--- config.mk ---
export PLATFORM = sky130hd
export DESIGN_NAME = coef_pack_writer
export DESIGN_NICKNAME = d
export VERILOG_FILES = /design/src/rtl/cpw_pkg.sv /design/src/rtl/cpw_sequencer.sv /design/src/rtl/cpw_tap_select.sv /design/src/rtl/cpw_word_pack.sv /design/src/rtl/coef_pack_writer.sv
export SDC_FILE = /design/constraint.sdc
export NUM_CORES = 1
export LEC_CHECK = 0
export ABC_AREA = 1
export BUFFER_PORTS_ARGS = -buffer_cell sky130_fd_sc_hd__buf_2
export CORE_ASPECT_RATIO = 0.5
export CORE_MARGIN = 5
export CORE_UTILIZATION = 40
export DETAILED_ROUTE_END_ITERATION = 12
export HOLD_SLACK_MARGIN = 0.05
export PLACE_DENSITY_LB_ADDON = 0.25
export SLEW_MARGIN = 0
export SYNTH_ARGS = -nofsm -noshare
export SYNTH_HDL_FRONTEND = slang
export SYNTH_SLANG_ARGS = --single-unit
--- constraint.sdc ---
create_clock -name clk -period 2.2 [get_ports clk]
set_input_delay 0.22 -clock clk [delete_from_list [all_inputs] [get_ports clk]]
set_output_delay 0.22 -clock clk [all_outputs]
set_load 0.005 [all_outputs]
--- src/rtl/cpw_pkg.sv ---
package cpw_pkg;
  localparam int COEF_W   = 12;
  localparam int NUM_TAPS = 7;
  localparam int WORD_W   = 32;
  localparam int WORDS_PER_ENTRY = 3;

  typedef logic [COEF_W-1:0] coef_t;
  typedef coef_t [NUM_TAPS-1:0] tapvec_t;

  typedef enum logic [0:0] {
    ST_IDLE = 1'b0,
    ST_RUN  = 1'b1
  } run_state_e;
endpackage

--- src/rtl/cpw_sequencer.sv ---
module cpw_sequencer
  import cpw_pkg::*;
#(
  parameter int NUM_PHASES = 16,
  localparam int ENTRY_W = $clog2(NUM_PHASES)
) (
  input  logic               clk,
  input  logic               rst_n,
  input  logic               start,
  input  logic               accept,
  output logic               running,
  output logic               launch,
  output logic               finish_pulse,
  output logic [ENTRY_W-1:0] entry_idx,
  output logic [1:0]         word_idx
);
  localparam logic [ENTRY_W-1:0] LAST_ENTRY = ENTRY_W'(NUM_PHASES - 1);
  localparam logic [1:0]         LAST_WORD  = 2'(WORDS_PER_ENTRY - 1);

  run_state_e         state_q, state_d;
  logic [ENTRY_W-1:0] entry_q, entry_d;
  logic [1:0]         word_q, word_d;
  logic               fin_q, fin_d;
  logic               last_write;

  assign last_write = (entry_q == LAST_ENTRY) && (word_q == LAST_WORD);
  assign launch     = (state_q == ST_IDLE) && start;

  always_comb begin
    state_d = state_q;
    entry_d = entry_q;
    word_d  = word_q;
    fin_d   = 1'b0;
    unique case (state_q)
      ST_IDLE: begin
        if (start) begin
          state_d = ST_RUN;
          entry_d = '0;
          word_d  = '0;
        end
      end
      ST_RUN: begin
        if (accept) begin
          if (word_q == LAST_WORD) begin
            word_d = '0;
            if (last_write) begin
              state_d = ST_IDLE;
              fin_d   = 1'b1;
            end else begin
              entry_d = entry_q + 1'b1;
            end
          end else begin
            word_d = word_q + 1'b1;
          end
        end
      end
      default: state_d = ST_IDLE;
    endcase
  end

  always_ff @(posedge clk or negedge rst_n) begin
    if (!rst_n) begin
      state_q <= ST_IDLE;
      entry_q <= '0;
      word_q  <= '0;
      fin_q   <= 1'b0;
    end else begin
      state_q <= state_d;
      entry_q <= entry_d;
      word_q  <= word_d;
      fin_q   <= fin_d;
    end
  end

  assign running      = (state_q == ST_RUN);
  assign finish_pulse = fin_q;
  assign entry_idx    = entry_q;
  assign word_idx     = word_q;
endmodule

--- src/rtl/cpw_tap_select.sv ---
module cpw_tap_select
  import cpw_pkg::*;
#(
  parameter int NUM_PHASES = 16,
  localparam int ENTRY_W = $clog2(NUM_PHASES),
  localparam int STORED  = NUM_PHASES / 2 + 1,
  localparam int PHASE_W = $clog2(STORED)
) (
  input  logic [ENTRY_W-1:0]         entry_idx,
  input  logic                       five_tap,
  input  logic [NUM_TAPS*COEF_W-1:0] raw_taps,
  output logic [PHASE_W-1:0]         phase_idx,
  output tapvec_t                    fields
);
  localparam int HALF = NUM_PHASES / 2;

  logic                       mirrored;
  logic [ENTRY_W:0]           entry_ext;
  logic [ENTRY_W:0]           phase_ext;
  tapvec_t                    taps;

  assign entry_ext = {1'b0, entry_idx};
  assign mirrored  = entry_ext > (ENTRY_W+1)'(HALF);
  assign phase_ext = mirrored ? (ENTRY_W+1)'(NUM_PHASES) - entry_ext : entry_ext;
  assign phase_idx = PHASE_W'(phase_ext);

  for (genvar t = 0; t < NUM_TAPS; t++) begin : g_unpack
    assign taps[t] = raw_taps[t*COEF_W +: COEF_W];
  end

  for (genvar k = 0; k < NUM_TAPS; k++) begin : g_field
    localparam int FWD7 = k;
    localparam int REV7 = NUM_TAPS - 1 - k;
    localparam int FWD5 = (k < NUM_TAPS - 2) ? k + 1 : 0;
    localparam int REV5 = (k < NUM_TAPS - 2) ? NUM_TAPS - 2 - k : 0;
    localparam bit LIVE5 = (k < NUM_TAPS - 2);
    always_comb begin
      if (five_tap) begin
        if (LIVE5) fields[k] = mirrored ? taps[REV5] : taps[FWD5];
        else       fields[k] = '0;
      end else begin
        fields[k] = mirrored ? taps[REV7] : taps[FWD7];
      end
    end
  end
endmodule

--- src/rtl/cpw_word_pack.sv ---
module cpw_word_pack
  import cpw_pkg::*;
(
  input  tapvec_t           fields,
  input  logic [1:0]        word_idx,
  output logic [WORD_W-1:0] word
);
  coef_t fa, fb, fc, fd, fe, ff, fg;
  logic [WORD_W-1:0] w0, w1, w2;

  assign fa = fields[0];
  assign fb = fields[1];
  assign fc = fields[2];
  assign fd = fields[3];
  assign fe = fields[4];
  assign ff = fields[5];
  assign fg = fields[6];

  assign w0 = {4'h0, fa, fb, fc[11:8]};
  assign w1 = {4'h0, fc[7:0], fd, fe[11:4]};
  assign w2 = {4'h0, fe[3:0], ff, fg};

  always_comb begin
    unique case (word_idx)
      2'd0:    word = w0;
      2'd1:    word = w1;
      2'd2:    word = w2;
      default: word = '0;
    endcase
  end
endmodule

--- src/rtl/coef_pack_writer.sv ---
module coef_pack_writer
  import cpw_pkg::*;
#(
  parameter int NUM_PHASES = 16,
  parameter int ADDR_W     = 32,
  localparam int ENTRY_W = $clog2(NUM_PHASES),
  localparam int STORED  = NUM_PHASES / 2 + 1,
  localparam int PHASE_W = $clog2(STORED),
  localparam int TAPS_W  = NUM_TAPS * COEF_W
) (
  input  logic              clk,
  input  logic              rst_n,
  input  logic              start,
  input  logic [ADDR_W-1:0] cfg_base,
  input  logic              cfg_five_tap,
  output logic [PHASE_W-1:0] tbl_phase,
  input  logic [TAPS_W-1:0] tbl_taps,
  output logic              wr_valid,
  input  logic              wr_ready,
  output logic [ADDR_W-1:0] wr_addr,
  output logic [WORD_W-1:0] wr_data,
  output logic              busy,
  output logic              done
);
  localparam int WORD_STRIDE = 4 * NUM_PHASES;

  logic               running, launch, fin;
  logic [ENTRY_W-1:0] entry_idx;
  logic [1:0]         word_idx;
  logic [ADDR_W-1:0]  base_q, base_d;
  logic               five_q, five_d;
  tapvec_t            fields;
  logic [ADDR_W-1:0]  entry_off, word_off;

  cpw_sequencer #(.NUM_PHASES(NUM_PHASES)) u_seq (
    .clk          (clk),
    .rst_n        (rst_n),
    .start        (start),
    .accept       (wr_valid & wr_ready),
    .running      (running),
    .launch       (launch),
    .finish_pulse (fin),
    .entry_idx    (entry_idx),
    .word_idx     (word_idx)
  );

  always_comb begin
    base_d = base_q;
    five_d = five_q;
    if (launch) begin
      base_d = cfg_base;
      five_d = cfg_five_tap;
    end
  end

  always_ff @(posedge clk or negedge rst_n) begin
    if (!rst_n) begin
      base_q <= '0;
      five_q <= 1'b0;
    end else begin
      base_q <= base_d;
      five_q <= five_d;
    end
  end

  cpw_tap_select #(.NUM_PHASES(NUM_PHASES)) u_sel (
    .entry_idx (entry_idx),
    .five_tap  (five_q),
    .raw_taps  (tbl_taps),
    .phase_idx (tbl_phase),
    .fields    (fields)
  );

  cpw_word_pack u_pack (
    .fields   (fields),
    .word_idx (word_idx),
    .word     (wr_data)
  );

  assign entry_off = ADDR_W'(entry_idx) << 2;
  assign word_off  = ADDR_W'(word_idx) * ADDR_W'(WORD_STRIDE);
  assign wr_addr   = base_q + word_off + entry_off;
  assign wr_valid  = running;
  assign busy      = running;
  assign done      = fin;
endmodule

==> reports/qor.csv <==
stage;metric;value;unit
routing;Initial DRT Pass Iterations;5;
sta;RSZ-0062 raised after global routing;yes;
pwr;register share of total power;15.7;%
synth;asr flop ratio synth;100;%
sta;Worst Clk Skew;3.48;ps
synth;Syn Inst Count;920;
clocking;worst skew pair latency;280;ps
cells_and_area;post-layout instance area;0.00726;sq mm
placement;dpl cells;1248;
cells_and_area;share of cells above drive strength 1;34.5;%
routing;routed vias/inst;5.16;
synth;sequential share of the synthesized area;20.5;%
setup_path;slowest library cell on the worst path;dfrtp_1;
clocking;clk root buf;clkbuf_16;
sta;fmax;0.432;GHz
synth;Synth cell types;33;
sta;post-route setup slack;-113;ps
synth;register bit count reported by yosys;41;
setup_path;reg2reg end;u_seq.entry_idx[0]$_DFFE_PN0P_;
setup_path;most used cell, CP;nand2_2;
pwr;Net Sw Power;4.66;mW
setup_path;CP required;1980;ps
grt;antenna violations before repair;0;
setup_path;critical path's top delay family;adder cells;
hold_path;Hold WC Path Type;input port to register;
pwr;power share of the clock group;7.7;%
floorplanning;Die Ht;89.1;microns
synth;EDFF count, synth;0;
sta;period utilisation layout;105;%
sta;slew margin rel.;64.2;%
job;MaxCap Viol Count;0;
placement;Post-DP HPWL;14000;microns
routing;Wirelength per Cell;15.2;microns
clocking;Reg clk slew, reported paths;60;ps
synth;main flop type after synthesis;dfrtp_1;
setup_path;R2R cell count;5;
clocking;CTS Buf Count;5;
pwr;part of the power in combinational logic;76.6;%
sta;minimum clock period;2310;ps
sta;Slew @ Worst Pin;536;ps
setup_path;crit end category;output pin;
cells_and_area;P&R area growth vs syn;45.2;%
floorplanning;I/O pin cnt;192;
placement;Port Buf Inserts;187;
pwr;Sw Share;50.4;%
floorplanning;DIE AREA;0.0150;sq mm
status;violated checks;setup timing;
synth;post-synthesis cell area;0.00500;sq mm
setup_path;Critical Path AT;2090;ps
grt;first-pass GRT wire length;29200;microns
setup_path;CP max stage delay;410;ps
cells_and_area;Ant. Diodes;0;
clocking;Sink Count;41;
synth;Warnings, synthesis;0;
floorplanning;# rows;28;
setup_path;buffer and inverter count on the worst path;4;
cells_and_area;fin cells;1278;
setup_path;crit-path cells;ha_4 > inv_2 > fa_2 > inv_2 > nand3_2 > nand2_2 > buf_6 > nand2_2 > nand2_2 > xor2_1 > buf_2;
grt;largest net degree at the start of global routing;65;
pwr;internal power;4.59;mW
setup_path;crit path kind;register to output pin;
floorplanning;die width;168;microns
routing;antenna violation net count after detailed routing;0;
setup_path;r2r setup slk;610;ps
cells_and_area;commonest non-fill, non-tap cell in the layout;nand2_1;
clocking;Longest Clk Path Bufs;2;
pwr;Pleak;3.97;nW
setup_path;crit path from;u_seq.entry_idx[0]$_DFFE_PN0P_;
routing;# DRC;0;
synth;Syn Area/Cell;5.44;sq um
grt;total grt overflow;0;
status;status;finished with violations;
setup_path;CP max FO;3;
setup_path;CP Depth;11;
clocking;CTS tree;built;
pwr;pwr dens;1270;mW/mm^2
pwr;VDD IR max;0.584;mV
clocking;H-tree depth;2;
sta;final number of setup-violating endpoints;28;
floorplanning;CORE AREA;0.0120;sq mm
routing;Via Count;6600;
grt;Total GRT Usage;23.6;%
placement;GP Congestion;0.932;
floorplanning;Initial Util;41.6;%
routing;total wire length;19400;microns
cells_and_area;most frequent cells in the layout;314 x nand2_1, 186 x buf_2, 108 x nand3_1;
sta;Fin. Hold Viols;0;
setup_path;reg-to-reg startpoint;u_seq.running$_DFF_PN0_;
placement;DP Area;0.00620;sq mm
sta;fin. max-slew vios;0;
setup_path;Critical Path Start Type;register;
routing;First DRT Iteration DRCs;614;
setup_path;Critical Path End;wr_addr[8];
cells_and_area;fin nets;1242;
grt;vias in the first global route;6115;
## flip-flops by register name, summed over array words and instances, names as in the netlist
register / count
u_seq.word_idx: 2
u_seq.entry_idx: 4
u_seq.running: 1
base_q: 32
five_q: 1
u_seq.finish_pulse: 1
## routing by layer
metal  vias to the layer above  track usage (%)  wire [microns]
met1                      2978             31.6            8340
met2                       305             40.7            9080
met5                         -                0               0
li1                       3283                -               -
met3                        34             3.75            1670
met4                         0             5.52             324
## power by group through the flow
stage | sequential (mW) | clock (mW) | combinational (mW)
floorplan | 1.29 | 0 | 3.46
global placement | 1.39 | 0 | 5.38
detailed placement | 1.40 | 0 | 5.43
CTS | 1.42 | 0.721 | 6.29
global route | 1.49 | 0.751 | 7.76
finish | 1.45 | 0.710 | 7.09
## tightest hold or removal path: cells and delay by family
family | cells | cell delay, ps
buffers and inverters | 1 | 70
AND/OR/NAND/NOR | 2 | 90
## cells by family after synthesis
kind of cell / share of synthesized area [%]
compound gates: 9.13
xor+xnor: 2.28
fa+ha+maj: 2.40
buf+inv: 13.4
flops: 20.5
other cells: 0.0750
simple gates: 52.2
## synth_stat cells (4+ instances only)
master	number	area share, %
inv_1	103	7.7
o21ai_0	51	5.1
nand3_1	136	14
nor3b_1	4	0.60
clkbuf_1	22	1.7
nor3_1	4	0.40
nand2_1	354	27
dfrtp_1	41	21
ha_1	8	2.0
buf_2	15	1.5
o211ai_1	4	0.60
nand2_2	6	0.75
xor2_1	10	1.8
nor2_1	73	5.5
nand4_1	16	2.0
or2_2	16	2.0
buf_4	10	1.5
o21ai_1	10	1.0
a21oi_1	13	1.3
## cell type report
| type | count | area [sq um] |
|---|---|---|
| Fill cell | 1222 | 4750 |
| Multi-Input combinational cell | 725 | 3930 |
| Timing Repair Buffer | 235 | 1560 |
| Sequential cell | 41 | 1030 |
| Inverter | 104 | 394 |
| Tap cell | 165 | 206 |
| Clock buffer | 6 | 129 |
| Clock inverter | 2 | 10.0 |
## how the worst min path moves through the flow
| stage | end | slack [ps] | startpoint | cells after the start |
|---|---|---|---|---|
| after global routing | base_q[1]$_DFFE_PN0P_ | 140 | cfg_base[1] | 3 |
| after detailed placement | base_q[12]$_DFFE_PN0P_ | 330 | rst_n | 2 |
| after CTS | base_q[11]$_DFFE_PN0P_ | 130 | cfg_base[11] | 3 |
| after floorplan | base_q[0]$_DFFE_PN0P_ | -80 | rst_n | 0 |
| final | base_q[11]$_DFFE_PN0P_ | 130 | cfg_base[11] | 3 |
| after global placement | base_q[12]$_DFFE_PN0P_ | 330 | rst_n | 2 |
## stage by stage
stage	setup WS (ps)	total power, mW	hold slack [ps]	setup TNS, ps	util, %
floorplan	199	4.75	-75.6	0	-
global placement	105	6.77	326	0	51.6
detailed placement	52.8	6.83	329	0	51.6
CTS	-76.3	8.43	132	-503	56.1
global route	-196	10.0	139	-4850	60.4
finish	-113	9.25	134	-1180	60.4
## timing repair
action,in CTS,in global routing
buffers inserted,9,8
hold endpoints to repair,41,0
cloned,3,3
endpoints found under the setup margin,50,53
pin swaps,15,39
resized for setup,71,107
hold buffers,1,0
Power figures use the tool's default switching activity.
